===== src/rtl/sw_tlb_pkg.sv =====
package sw_tlb_pkg;

  localparam int VA_W   = 32;
  localparam int PN_LSB = 10;
  localparam int PN_W   = VA_W - PN_LSB;
  localparam int ASID_W = 4;
  localparam int GRP_W  = 4;
  localparam int SIZE_W = 3;
  localparam int AP_W   = 2 * (1 << GRP_W);

  typedef enum logic [2:0] {
    SEL_CTRL  = 3'd0,
    SEL_EPN   = 3'd1,
    SEL_TWC   = 3'd2,
    SEL_RPN   = 3'd3,
    SEL_CASID = 3'd4,
    SEL_AP    = 3'd5
  } cfgSel_e;

  typedef struct packed {
    logic              valid;
    logic [PN_W-1:0]   epn;
    logic [ASID_W-1:0] asid;
    logic [SIZE_W-1:0] size;
    logic [GRP_W-1:0]  group;
    logic [PN_W-1:0]   rpn;
    logic              ci;
    logic [1:0]        pp;
  } tlbEntry_t;

  // strobes from control to datapath
  typedef struct packed {
    logic commit;
    logic invAll;
    logic keepTop;
  } tlbStrobe_t;

  // mask of page-number bits compared/substituted for a size code
  function automatic logic [PN_W-1:0] pageMask(input logic [SIZE_W-1:0] size);
    logic [PN_W-1:0] one;
    int extra;
    one = PN_W'(1);
    case (size)
      3'd1:    extra = 2;
      3'd2:    extra = 4;
      3'd3:    extra = 9;
      3'd4:    extra = 13;
      default: extra = 0;
    endcase
    return ~((one << extra) - one);
  endfunction

endpackage


===== src/rtl/tlb_ctrl.sv =====
module tlb_ctrl
  import sw_tlb_pkg::*;
#(
  parameter int ENTRIES   = 32,
  parameter int RSV_COUNT = 4,
  localparam int IDX_W    = $clog2(ENTRIES)
) (
  input  logic              clk,
  input  logic              rstN,
  input  logic              cfgWrEn,
  input  logic [2:0]        cfgSel,
  input  logic [VA_W-1:0]   cfgWrData,
  input  logic              invAll,
  output tlbStrobe_t        stb,
  output logic [IDX_W-1:0]  wrIdx,
  output tlbEntry_t         newEntry,
  output logic [ASID_W-1:0] casid,
  output logic [AP_W-1:0]   apReg,
  output logic              defCi
);

  localparam int LAST_FREE = ENTRIES - RSV_COUNT - 1;
  localparam int IDX_LSB   = 8;
  localparam int RSV_BIT   = 27;
  localparam int CI_BIT    = 29;

  logic selCtrl, selEpn, selTwc, selRpn, selCasid, selAp;
  logic keepTop;
  logic [PN_W-1:0]   epnPn;
  logic              epnValid;
  logic [ASID_W-1:0] epnAsid;
  logic [SIZE_W-1:0] twcSize;
  logic [GRP_W-1:0]  twcGroup;
  logic [IDX_W-1:0]  idxNext;

  always_comb begin
    selCtrl  = cfgWrEn && (cfgSel == SEL_CTRL);
    selEpn   = cfgWrEn && (cfgSel == SEL_EPN);
    selTwc   = cfgWrEn && (cfgSel == SEL_TWC);
    selRpn   = cfgWrEn && (cfgSel == SEL_RPN);
    selCasid = cfgWrEn && (cfgSel == SEL_CASID);
    selAp    = cfgWrEn && (cfgSel == SEL_AP);
  end

  // replacement index advance with optional reserved-region skip
  always_comb begin
    if (keepTop && (wrIdx == IDX_W'(LAST_FREE)))
      idxNext = '0;
    else if (wrIdx == IDX_W'(ENTRIES - 1))
      idxNext = '0;
    else
      idxNext = wrIdx + 1'b1;
  end

  always_ff @(posedge clk) begin
    if (!rstN) begin
      wrIdx   <= '0;
      keepTop <= 1'b0;
      defCi   <= 1'b0;
    end else if (selCtrl) begin
      wrIdx   <= cfgWrData[IDX_LSB +: IDX_W];
      keepTop <= cfgWrData[RSV_BIT];
      defCi   <= cfgWrData[CI_BIT];
    end else if (selRpn) begin
      wrIdx   <= idxNext;
    end
  end

  always_ff @(posedge clk) begin
    if (!rstN) begin
      epnPn    <= '0;
      epnValid <= 1'b0;
      epnAsid  <= '0;
    end else if (selEpn) begin
      epnPn    <= cfgWrData[VA_W-1:PN_LSB];
      epnValid <= cfgWrData[9];
      epnAsid  <= cfgWrData[ASID_W-1:0];
    end
  end

  always_ff @(posedge clk) begin
    if (!rstN) begin
      twcSize  <= '0;
      twcGroup <= '0;
    end else if (selTwc) begin
      twcSize  <= cfgWrData[SIZE_W-1:0];
      twcGroup <= cfgWrData[4 +: GRP_W];
    end
  end

  always_ff @(posedge clk) begin
    if (!rstN) begin
      casid <= '0;
      apReg <= '0;
    end else begin
      if (selCasid) casid <= cfgWrData[ASID_W-1:0];
      if (selAp)    apReg <= cfgWrData[AP_W-1:0];
    end
  end

  always_comb begin
    newEntry.valid = epnValid;
    newEntry.epn   = epnPn;
    newEntry.asid  = epnAsid;
    newEntry.size  = twcSize;
    newEntry.group = twcGroup;
    newEntry.rpn   = cfgWrData[VA_W-1:PN_LSB];
    newEntry.ci    = cfgWrData[1];
    newEntry.pp    = cfgWrData[5:4];
    stb.commit     = selRpn;
    stb.invAll     = invAll;
    stb.keepTop    = keepTop;
  end

endmodule


===== src/rtl/tlb_array.sv =====
module tlb_array
  import sw_tlb_pkg::*;
#(
  parameter int ENTRIES   = 32,
  parameter int RSV_COUNT = 4,
  localparam int IDX_W    = $clog2(ENTRIES)
) (
  input  logic              clk,
  input  logic              rstN,
  input  tlbStrobe_t        stb,
  input  logic [IDX_W-1:0]  wrIdx,
  input  tlbEntry_t         newEntry,
  input  logic [ASID_W-1:0] casid,
  input  logic [AP_W-1:0]   apReg,
  input  logic              defCi,
  input  logic              xlateEn,
  input  logic [VA_W-1:0]   lkVa,
  output logic              lkHit,
  output logic [VA_W-1:0]   lkPa,
  output logic              lkCi,
  output logic [1:0]        lkAp,
  output logic [1:0]        lkPp,
  output logic [ENTRIES-1:0] validVec
);

  tlbEntry_t        ent [ENTRIES];
  logic [ENTRIES-1:0] match;
  logic [IDX_W-1:0] selIdx;
  logic             anyHit;
  tlbEntry_t        selEnt;
  logic [PN_W-1:0]  selMask;
  logic [VA_W-1:0]  hitPa;

  for (genvar g = 0; g < ENTRIES; g++) begin : g_slot
    localparam bit IS_TOP = (g >= ENTRIES - RSV_COUNT);

    always_ff @(posedge clk) begin
      if (!rstN) begin
        ent[g].valid <= 1'b0;
      end else if (stb.commit && (wrIdx == IDX_W'(g))) begin
        ent[g] <= newEntry;
      end else if (stb.invAll && !(IS_TOP && stb.keepTop)) begin
        ent[g].valid <= 1'b0;
      end
    end

    always_comb begin
      match[g] = ent[g].valid && (ent[g].asid == casid) &&
                 (((ent[g].epn ^ lkVa[VA_W-1:PN_LSB]) & pageMask(ent[g].size)) == '0);
    end

    assign validVec[g] = ent[g].valid;
  end

  // lowest slot wins
  always_comb begin
    selIdx = '0;
    for (int i = ENTRIES - 1; i >= 0; i--) begin
      if (match[i]) selIdx = IDX_W'(i);
    end
    anyHit = |match;
  end

  always_comb begin
    selEnt  = ent[selIdx];
    selMask = pageMask(selEnt.size);
    hitPa   = {(selEnt.rpn & selMask) | (lkVa[VA_W-1:PN_LSB] & ~selMask),
               lkVa[PN_LSB-1:0]};
  end

  always_ff @(posedge clk) begin
    if (!rstN) begin
      lkHit <= 1'b0;
      lkPa  <= '0;
      lkCi  <= 1'b0;
      lkAp  <= '0;
      lkPp  <= '0;
    end else if (!xlateEn) begin
      lkHit <= 1'b1;
      lkPa  <= lkVa;
      lkCi  <= defCi;
      lkAp  <= 2'b01;
      lkPp  <= '0;
    end else if (anyHit) begin
      lkHit <= 1'b1;
      lkPa  <= hitPa;
      lkCi  <= selEnt.ci;
      lkAp  <= apReg[{selEnt.group, 1'b0} +: 2];
      lkPp  <= selEnt.pp;
    end else begin
      lkHit <= 1'b0;
      lkPa  <= '0;
      lkCi  <= 1'b0;
      lkAp  <= '0;
      lkPp  <= '0;
    end
  end

endmodule


===== src/rtl/sw_tlb.sv =====
module sw_tlb
  import sw_tlb_pkg::*;
#(
  parameter int ENTRIES   = 32,
  parameter int RSV_COUNT = 4
) (
  input  logic        clk,
  input  logic        rstN,
  input  logic        cfgWrEn,
  input  logic [2:0]  cfgSel,
  input  logic [31:0] cfgWrData,
  input  logic        invAll,
  input  logic        xlateEn,
  input  logic [31:0] lkVa,
  output logic        lkHit,
  output logic [31:0] lkPa,
  output logic        lkCi,
  output logic [1:0]  lkAp,
  output logic [1:0]  lkPp
);

  localparam int IDX_W = $clog2(ENTRIES);

  tlbStrobe_t        ctlStb;
  logic [IDX_W-1:0]  wrIdx;
  tlbEntry_t         newEntry;
  logic [ASID_W-1:0] casid;
  logic [AP_W-1:0]   apReg;
  logic              defCi;
  logic [ENTRIES-1:0] validVec;

  tlb_ctrl #(.ENTRIES(ENTRIES), .RSV_COUNT(RSV_COUNT)) u_ctrl (
    .clk       (clk),
    .rstN      (rstN),
    .cfgWrEn   (cfgWrEn),
    .cfgSel    (cfgSel),
    .cfgWrData (cfgWrData),
    .invAll    (invAll),
    .stb       (ctlStb),
    .wrIdx     (wrIdx),
    .newEntry  (newEntry),
    .casid     (casid),
    .apReg     (apReg),
    .defCi     (defCi)
  );

  tlb_array #(.ENTRIES(ENTRIES), .RSV_COUNT(RSV_COUNT)) u_array (
    .clk      (clk),
    .rstN     (rstN),
    .stb      (ctlStb),
    .wrIdx    (wrIdx),
    .newEntry (newEntry),
    .casid    (casid),
    .apReg    (apReg),
    .defCi    (defCi),
    .xlateEn  (xlateEn),
    .lkVa     (lkVa),
    .lkHit    (lkHit),
    .lkPa     (lkPa),
    .lkCi     (lkCi),
    .lkAp     (lkAp),
    .lkPp     (lkPp),
    .validVec (validVec)
  );

endmodule


===== config.mk =====
export PLATFORM = sky130hd
export DESIGN_NAME = sw_tlb
export DESIGN_NICKNAME = d
export VERILOG_FILES = /design/src/rtl/sw_tlb_pkg.sv /design/src/rtl/tlb_ctrl.sv /design/src/rtl/tlb_array.sv /design/src/rtl/sw_tlb.sv
export SDC_FILE = /design/constraint.sdc
export NUM_CORES = 2
export LEC_CHECK = 0
export ABC_AREA = 1
export CORE_UTILIZATION = 30
export DETAILED_ROUTE_END_ITERATION = 12
export PLACE_DENSITY = 0.49
export SLEW_MARGIN = 20
export SYNTH_ARGS = -nofsm -noshare
export SYNTH_HDL_FRONTEND = slang
export SYNTH_HIERARCHICAL = 1
export SYNTH_SLANG_ARGS = --single-unit

===== constraint.sdc =====
create_clock -name clk -period 9.68 [get_ports clk]
set_input_delay 1.936 -clock clk [delete_from_list [all_inputs] [get_ports clk]]
set_output_delay 1.936 -clock clk [all_outputs]
set_load 0.01 [all_outputs]

### Word level (Yosys, flattened, before mapping)

Memories as Yosys holds them, arrays and structs flattened.
Index checks and enable logic that the tools add are counted.

* add/sub/neg operators: 34
* eq/ne operators: 200
* shifts and indexed selects: 34
* mux-type cells: 336
* bitwise gates (word level): 165
* reduce and logical (&&, ||, !) cells: 142

Operator list (count)
* 22-bit AND: 34
* 22-bit NOT: 34
* 1-bit by 4-bit left shift with 22-bit output (first input constant): 33
* 22-bit by 1-bit subtractor with 22-bit output (second input constant): 33
* 22-bit zero test: 32
* 22-bit bitwise XOR: 32
* 4-bit case mux with 4 select lines: 33
* 1-bit two-way mux: 265
* 3-bit by 2-bit == test with 1-bit output (second input constant): 68
* 5-bit two-way mux: 36
* 4-bit == test: 32
* 3-bit == test (second input constant): 35
* 1-bit logical AND: 104
* 3-bit by 1-bit == test with 1-bit output (second input constant): 34
* 5-bit == test (second input constant): 16
* 32-bit two-way mux: 2
* 1-bit bitwise OR: 64
* 5-bit by 4-bit == test with 1-bit output (second input constant): 8
* 32-bit OR reduction: 1
* 32-bit by 6-bit variable part select with 2-bit output: 1
* 22-bit bitwise OR: 1
* 5-bit by 3-bit == test with 1-bit output (second input constant): 4
* 5-bit by 2-bit == test with 1-bit output (second input constant): 2
* 5-bit by 1-bit adder with 5-bit output (second input constant): 1
* other kinds (6): 6

* register bits: 115
* bits in writable memories: 1888
* output and inout port bits: 38
* logic and storage cells: 928
* memories: 1

Memories
* u_array.ent: words 32, width 59, rd ports 33, clocked after memory_dff 0, wr ports 32, RTL line tlb_array.sv:26 `tlbEntry_t ent [ENTRIES];`

### Longest topological paths before layout

An unclocked memory read counts as a cell.

* depth after elaboration: 52
* gate-level depth with buffers: 64
* mapped depth without buffers: 64

### Cells and area by module

Netlist, hierarchy kept.

Modules (own cells, without submodules)
* tlb_array: instances 1, cells each 7211, area an instance 84697.5 µm²
* tlb_ctrl: instances 1, cells each 425, area an instance 3186.8 µm²

### Least setup slack after synthesis

No wires, ideal clock.

* path type: input port to flip-flop
* from: in lkVa[20]
* to: reg u_array.lkPa[12]
* library setup time: 112 ps
* data arrival time: 6211 ps
* setup slack: 3357 ps
* stages on the path: 42
* path buffers: 4
* cell sequence: clkbuf_1 -> buf_4 -> buf_2 -> xnor2_1 -> nand2_1 -> a32o_1 -> a2111o_1 -> a2111oi_0 -> inv_1 -> nand2_1 -> nand2_1 -> nand2_1 -> nand2_1 -> nand2_1 -> nand2_1 -> nand2_1 -> nand2_1 -> nand2_1 -> (+6 left out) -> nand2_1 -> nand3_1 -> nand2_1 -> nand2_1 -> nand3_1 -> nand3_1 -> nand2_2 -> inv_2 -> nand3_4 -> and2_4 -> nand2_2 -> ha_1 -> inv_1 -> nand4_1 -> a21oi_1 -> nor2_1 -> nand2_1 -> nand2_1

* cells in the longest elaborated chain, start to end: 47

Ends and longest elaborated chain
* start, declared: RTL line sw_tlb.sv:14 `input logic [31:0] lkVa,`
* 22-bit bitwise XOR: RTL line tlb_array.sv:49 `(((ent[g].epn ^ lkVa[VA_W-1:PN_LSB]) & pageMask(ent[g].size)) == '0);`
* 22-bit AND: RTL line tlb_array.sv:49
* 22-bit zero test: RTL line tlb_array.sv:49
* 1-bit logical AND: RTL line tlb_array.sv:48 `match[g] = ent[g].valid && (ent[g].asid == casid) &&`
* 5-bit two-way mux (32 in series): RTL line tlb_array.sv:59 `if (match[i]) selIdx = IDX_W'(i);`
* memory read 32 x 59 bit
* 3-bit == test (tied with other cells): RTL line sw_tlb_pkg.sv:43 `case (size)`
* 4-bit case mux with 4 select lines: RTL line sw_tlb_pkg.sv:43
* 1-bit by 4-bit left shift with 22-bit output: RTL line sw_tlb_pkg.sv:50 `return ~((one << extra) - one);`
* 22-bit by 1-bit subtractor with 22-bit output: RTL line sw_tlb_pkg.sv:50
* 22-bit NOT: RTL line sw_tlb_pkg.sv:50
* 22-bit NOT: RTL line tlb_array.sv:67 `hitPa = {(selEnt.rpn & selMask) | (lkVa[VA_W-1:PN_LSB] & ~selMask),`
* 22-bit AND: RTL line tlb_array.sv:67
* 22-bit bitwise OR: RTL line tlb_array.sv:67
* 32-bit two-way mux *: RTL line tlb_array.sv:84 `end else if (anyHit) begin`
* 32-bit two-way mux *: RTL line tlb_array.sv:78 `end else if (!xlateEn) begin`
* end signal, assigned: RTL line tlb_array.sv:80 `lkPa <= lkVa;`
* end signal, assigned: RTL line tlb_array.sv:86 `lkPa <= hitPa;`
* end, declared: RTL line tlb_array.sv:19 `output logic [VA_W-1:0] lkPa,`

Mark *: on every way between the ends. The rest lies on a longest branch, timed or not.
A chain may end at the register's enable or synchronous reset.

### Worst setup path after layout

* from: in lkVa[26]
* to: reg u_array.lkPa[15]

Same word-level chain as after synthesis.

==> impl_metrics.py <==
metrics = {
    "critical_path": {
        "arrival_ns": 9.49,
        "slowest_delay_ns": 0.78,
        "worst-path-max-fanout": 74,
        "end_kind": "flip-flop",
        "slowest_stage": "buf_4",
        "cpMostUsedCell": "nand2_1",
        "critPathLaunch": "lkVa[26]",
        "worstReg2RegEnd": "u_array/lkPa[15]$_SDFF_PN0_",
        "r2r-start": "u_array/ent[26][31]$_DFFE_PP_",
        "rr_worst_depth": 53,
        "path_buf_inv": 5,
        "cp_data_required_time_ns": 10.47,
        "startpoint_type": "input pin",
        "path_class": "input pin to flip-flop",
        "r2r_setup_slack_ns": 1.70,
        "crit_family": "simple AND/OR/NAND/NOR gates",
        "endpoint": "u_array/lkPa[15]$_SDFF_PN0_",
        "cp_num_cells": 49,
    },
    "drt": {
        "totalWireLength_um": 314900,
        "dr.pass1.iters": 6,
        "viasPerCell": 5.142,
        "vias": 61060,
        "ant_nets": 0,
        "wl_per_cell_um": 26.52,
        "drt_drc_violations_left": 0,
        "drt_iter0_drc": 6737,
    },
    "floorplan": {
        "rows": 198,
        "num_io_pins": 110,
        "die_h_um": 542.5,
        "initial_utilization_pct": 30.13,
        "core_mm2": 0.2908,
        "fp.dieW_um": 542.5,
        "die_area_mm2": 0.2943,
    },
    "final_layout": {
        "drive_gt1_share_pct": 9.122,
        "areaGrowthSynthToFinish_pct": 14.66,
        "nets": 7896,
        "final_common_cell": "edfxtp_1",
        "final_cell_mix": "edfxtp_1, nand2_1, nand3_1",
        "final_cell_area_mm2": 0.1005,
    },
    "status": {
        "status": "finished clean",
    },
    "power": {
        "powerDensity_mw_per_mm2": 181.1,
        "p_leak_nw": 35.57,
        "vdd_ir_drop_max_v": 0.0001919,
    },
    "synthesis": {
        "netlist_instances": 7604,
        "syn_area_per_cell_um2": 11.53,
        "ys_warn_count": 6,
        "synth_area_mm2": 0.08764,
    },
    "placement": {
        "post_dp_cell_area_mm2": 0.09373,
        "io_buffers": 109,
        "post-dp-hpwl_um": 186600,
        "gp_congestion": 0.9239,
    },
    "sta": {
        "max_slew_margin_pct": 23.14,
        "maxSlewViolCount": 0,
        "rsz0062_at_grt": "false",
        "setup_viol_count_final": 0,
        "min_period_ns": 8.705,
        "finalHoldViolCount": 0,
        "fin_tns_setup_ns": 0,
        "period_share_pct": 89.93,
        "clock-skew-final_ns": 0.06483,
        "hold_ws_ns": 0.4588,
        "worst_pin_slew_ns": 1.150,
        "max_freq_mhz": 114.9,
    },
    "min_path": {
        "min_path_type": "flip-flop to flip-flop",
        "min_path_cells": 0,
        "min_from": "u_ctrl/epnPn[15]$_SDFFE_PN0P_",
    },
    "clock_tree": {
        "clk_pin_slew_ns": 0.06,
        "cts_tree": "yes",
        "numCtsBuffers": 212,
        "clkSinkCount": 2003,
        "hold_buffers": 0,
        "cts_setup_buffers": 0,
        "clockBufferDepth": 3,
        "cts-root-buf": "clkbuf_16",
        "cts-resized-gates": 0,
        "htreeDepth": 4,
        "clkLatencyLatePin_ns": 0.88,
    },
    "grt": {
        "grt_pass1_vias": 58080,
        "grt_use_total_pct": 21.00,
        "grt_pass1_wl_um": 440600,
        "grt_remaining_overflow": 0,
        "antenna_found_initial": 23,
        "grt_max_degree": 161,
    },
    "flow_run": {
        "drv_cap": 0,
    },
}
worst reg2reg max path, delay by kind of cell (launching register included):
family                   cells  cell delay [ns]
flip-flops                   1             0.47
adder cells (fa/ha/maj)      1             0.16
buffers and inverters        6             1.83
AO/OA/AOI/OAI                3             0.88
AND/OR/NAND/NOR             43             4.57
power breakdown:
group          leakage (nW)  switching [mW]  internal [mW]
logic                  13.6           0.509          0.198
clock network          3.28            3.51           4.49
registers              18.7          0.0290           9.47
total                  35.6            4.05           14.2
registers in the layout (all words and copies together) (netlist names):
register / flops
u_array/ent: 1888
u_array/lkAp: 2
u_array/lkCi: 1
u_array/lkHit: 1
u_array/lkPa: 32
u_array/lkPp: 2
u_ctrl/apReg: 32
u_ctrl/casid: 4
u_ctrl/defCi: 1
u_ctrl/epnAsid: 4
u_ctrl/epnPn: 22
u_ctrl/epnValid: 1
u_ctrl/keepTop: 1
u_ctrl/twcGroup: 4
u_ctrl/twcSize: 3
u_ctrl/wrIdx: 5
per-stage QoR:
stage	utilization, %	setup WS (ns)	cells	power, mW
6_report	34.55	0.9747	11870	18.20
5_1_grt	34.55	0.5408	11870	18.70
4_1_cts	34.54	1.083	11870	18.34
3_5_place_dp	32.23	0.1649	11470	10.38
3_3_place_gp	32.20	0.06165	11470	10.38
2_1_floorplan	-	3.357	7636	10.03
cell type report:
type	instances	area, um2
Antenna cell	4	10.01
Clock buffer	280	5707
Clock inverter	115	1013
Fill cell	28770	190400
Inverter	382	1465
Multi-Input combinational cell	4834	25260
Sequential cell	2003	58990
Tap cell	3900	4880
Timing Repair Buffer	356	3168
worst min-delay path by stage:
| stage | endpoint | slack [ns] |
|---|---|---|
| 4_1_cts | u_array/ent[0][51]$_DFFE_PP_ | 0.46 |
| 3_3_place_gp | u_array/ent[0][51]$_DFFE_PP_ | 0.44 |
| 5_1_grt | u_array/ent[0][51]$_DFFE_PP_ | 0.49 |
| 3_5_place_dp | u_array/ent[0][51]$_DFFE_PP_ | 0.44 |
| 6_report | u_array/ent[0][51]$_DFFE_PP_ | 0.46 |
| 2_1_floorplan | u_ctrl/apReg[13]$_SDFFE_PN0P_ | 0.45 |
metal layers:
layer	wire length (um)	vias up	track usage (%)	share of wire, %
met5	27	-	0	0.0086
met4	14810	4	8.987	4.7
li1	-	27210	-	-
met3	19730	556	2.907	6.3
met1	132100	30890	27.78	42
met2	148300	2403	34.36	47
(Power assumes the default switching activity.)
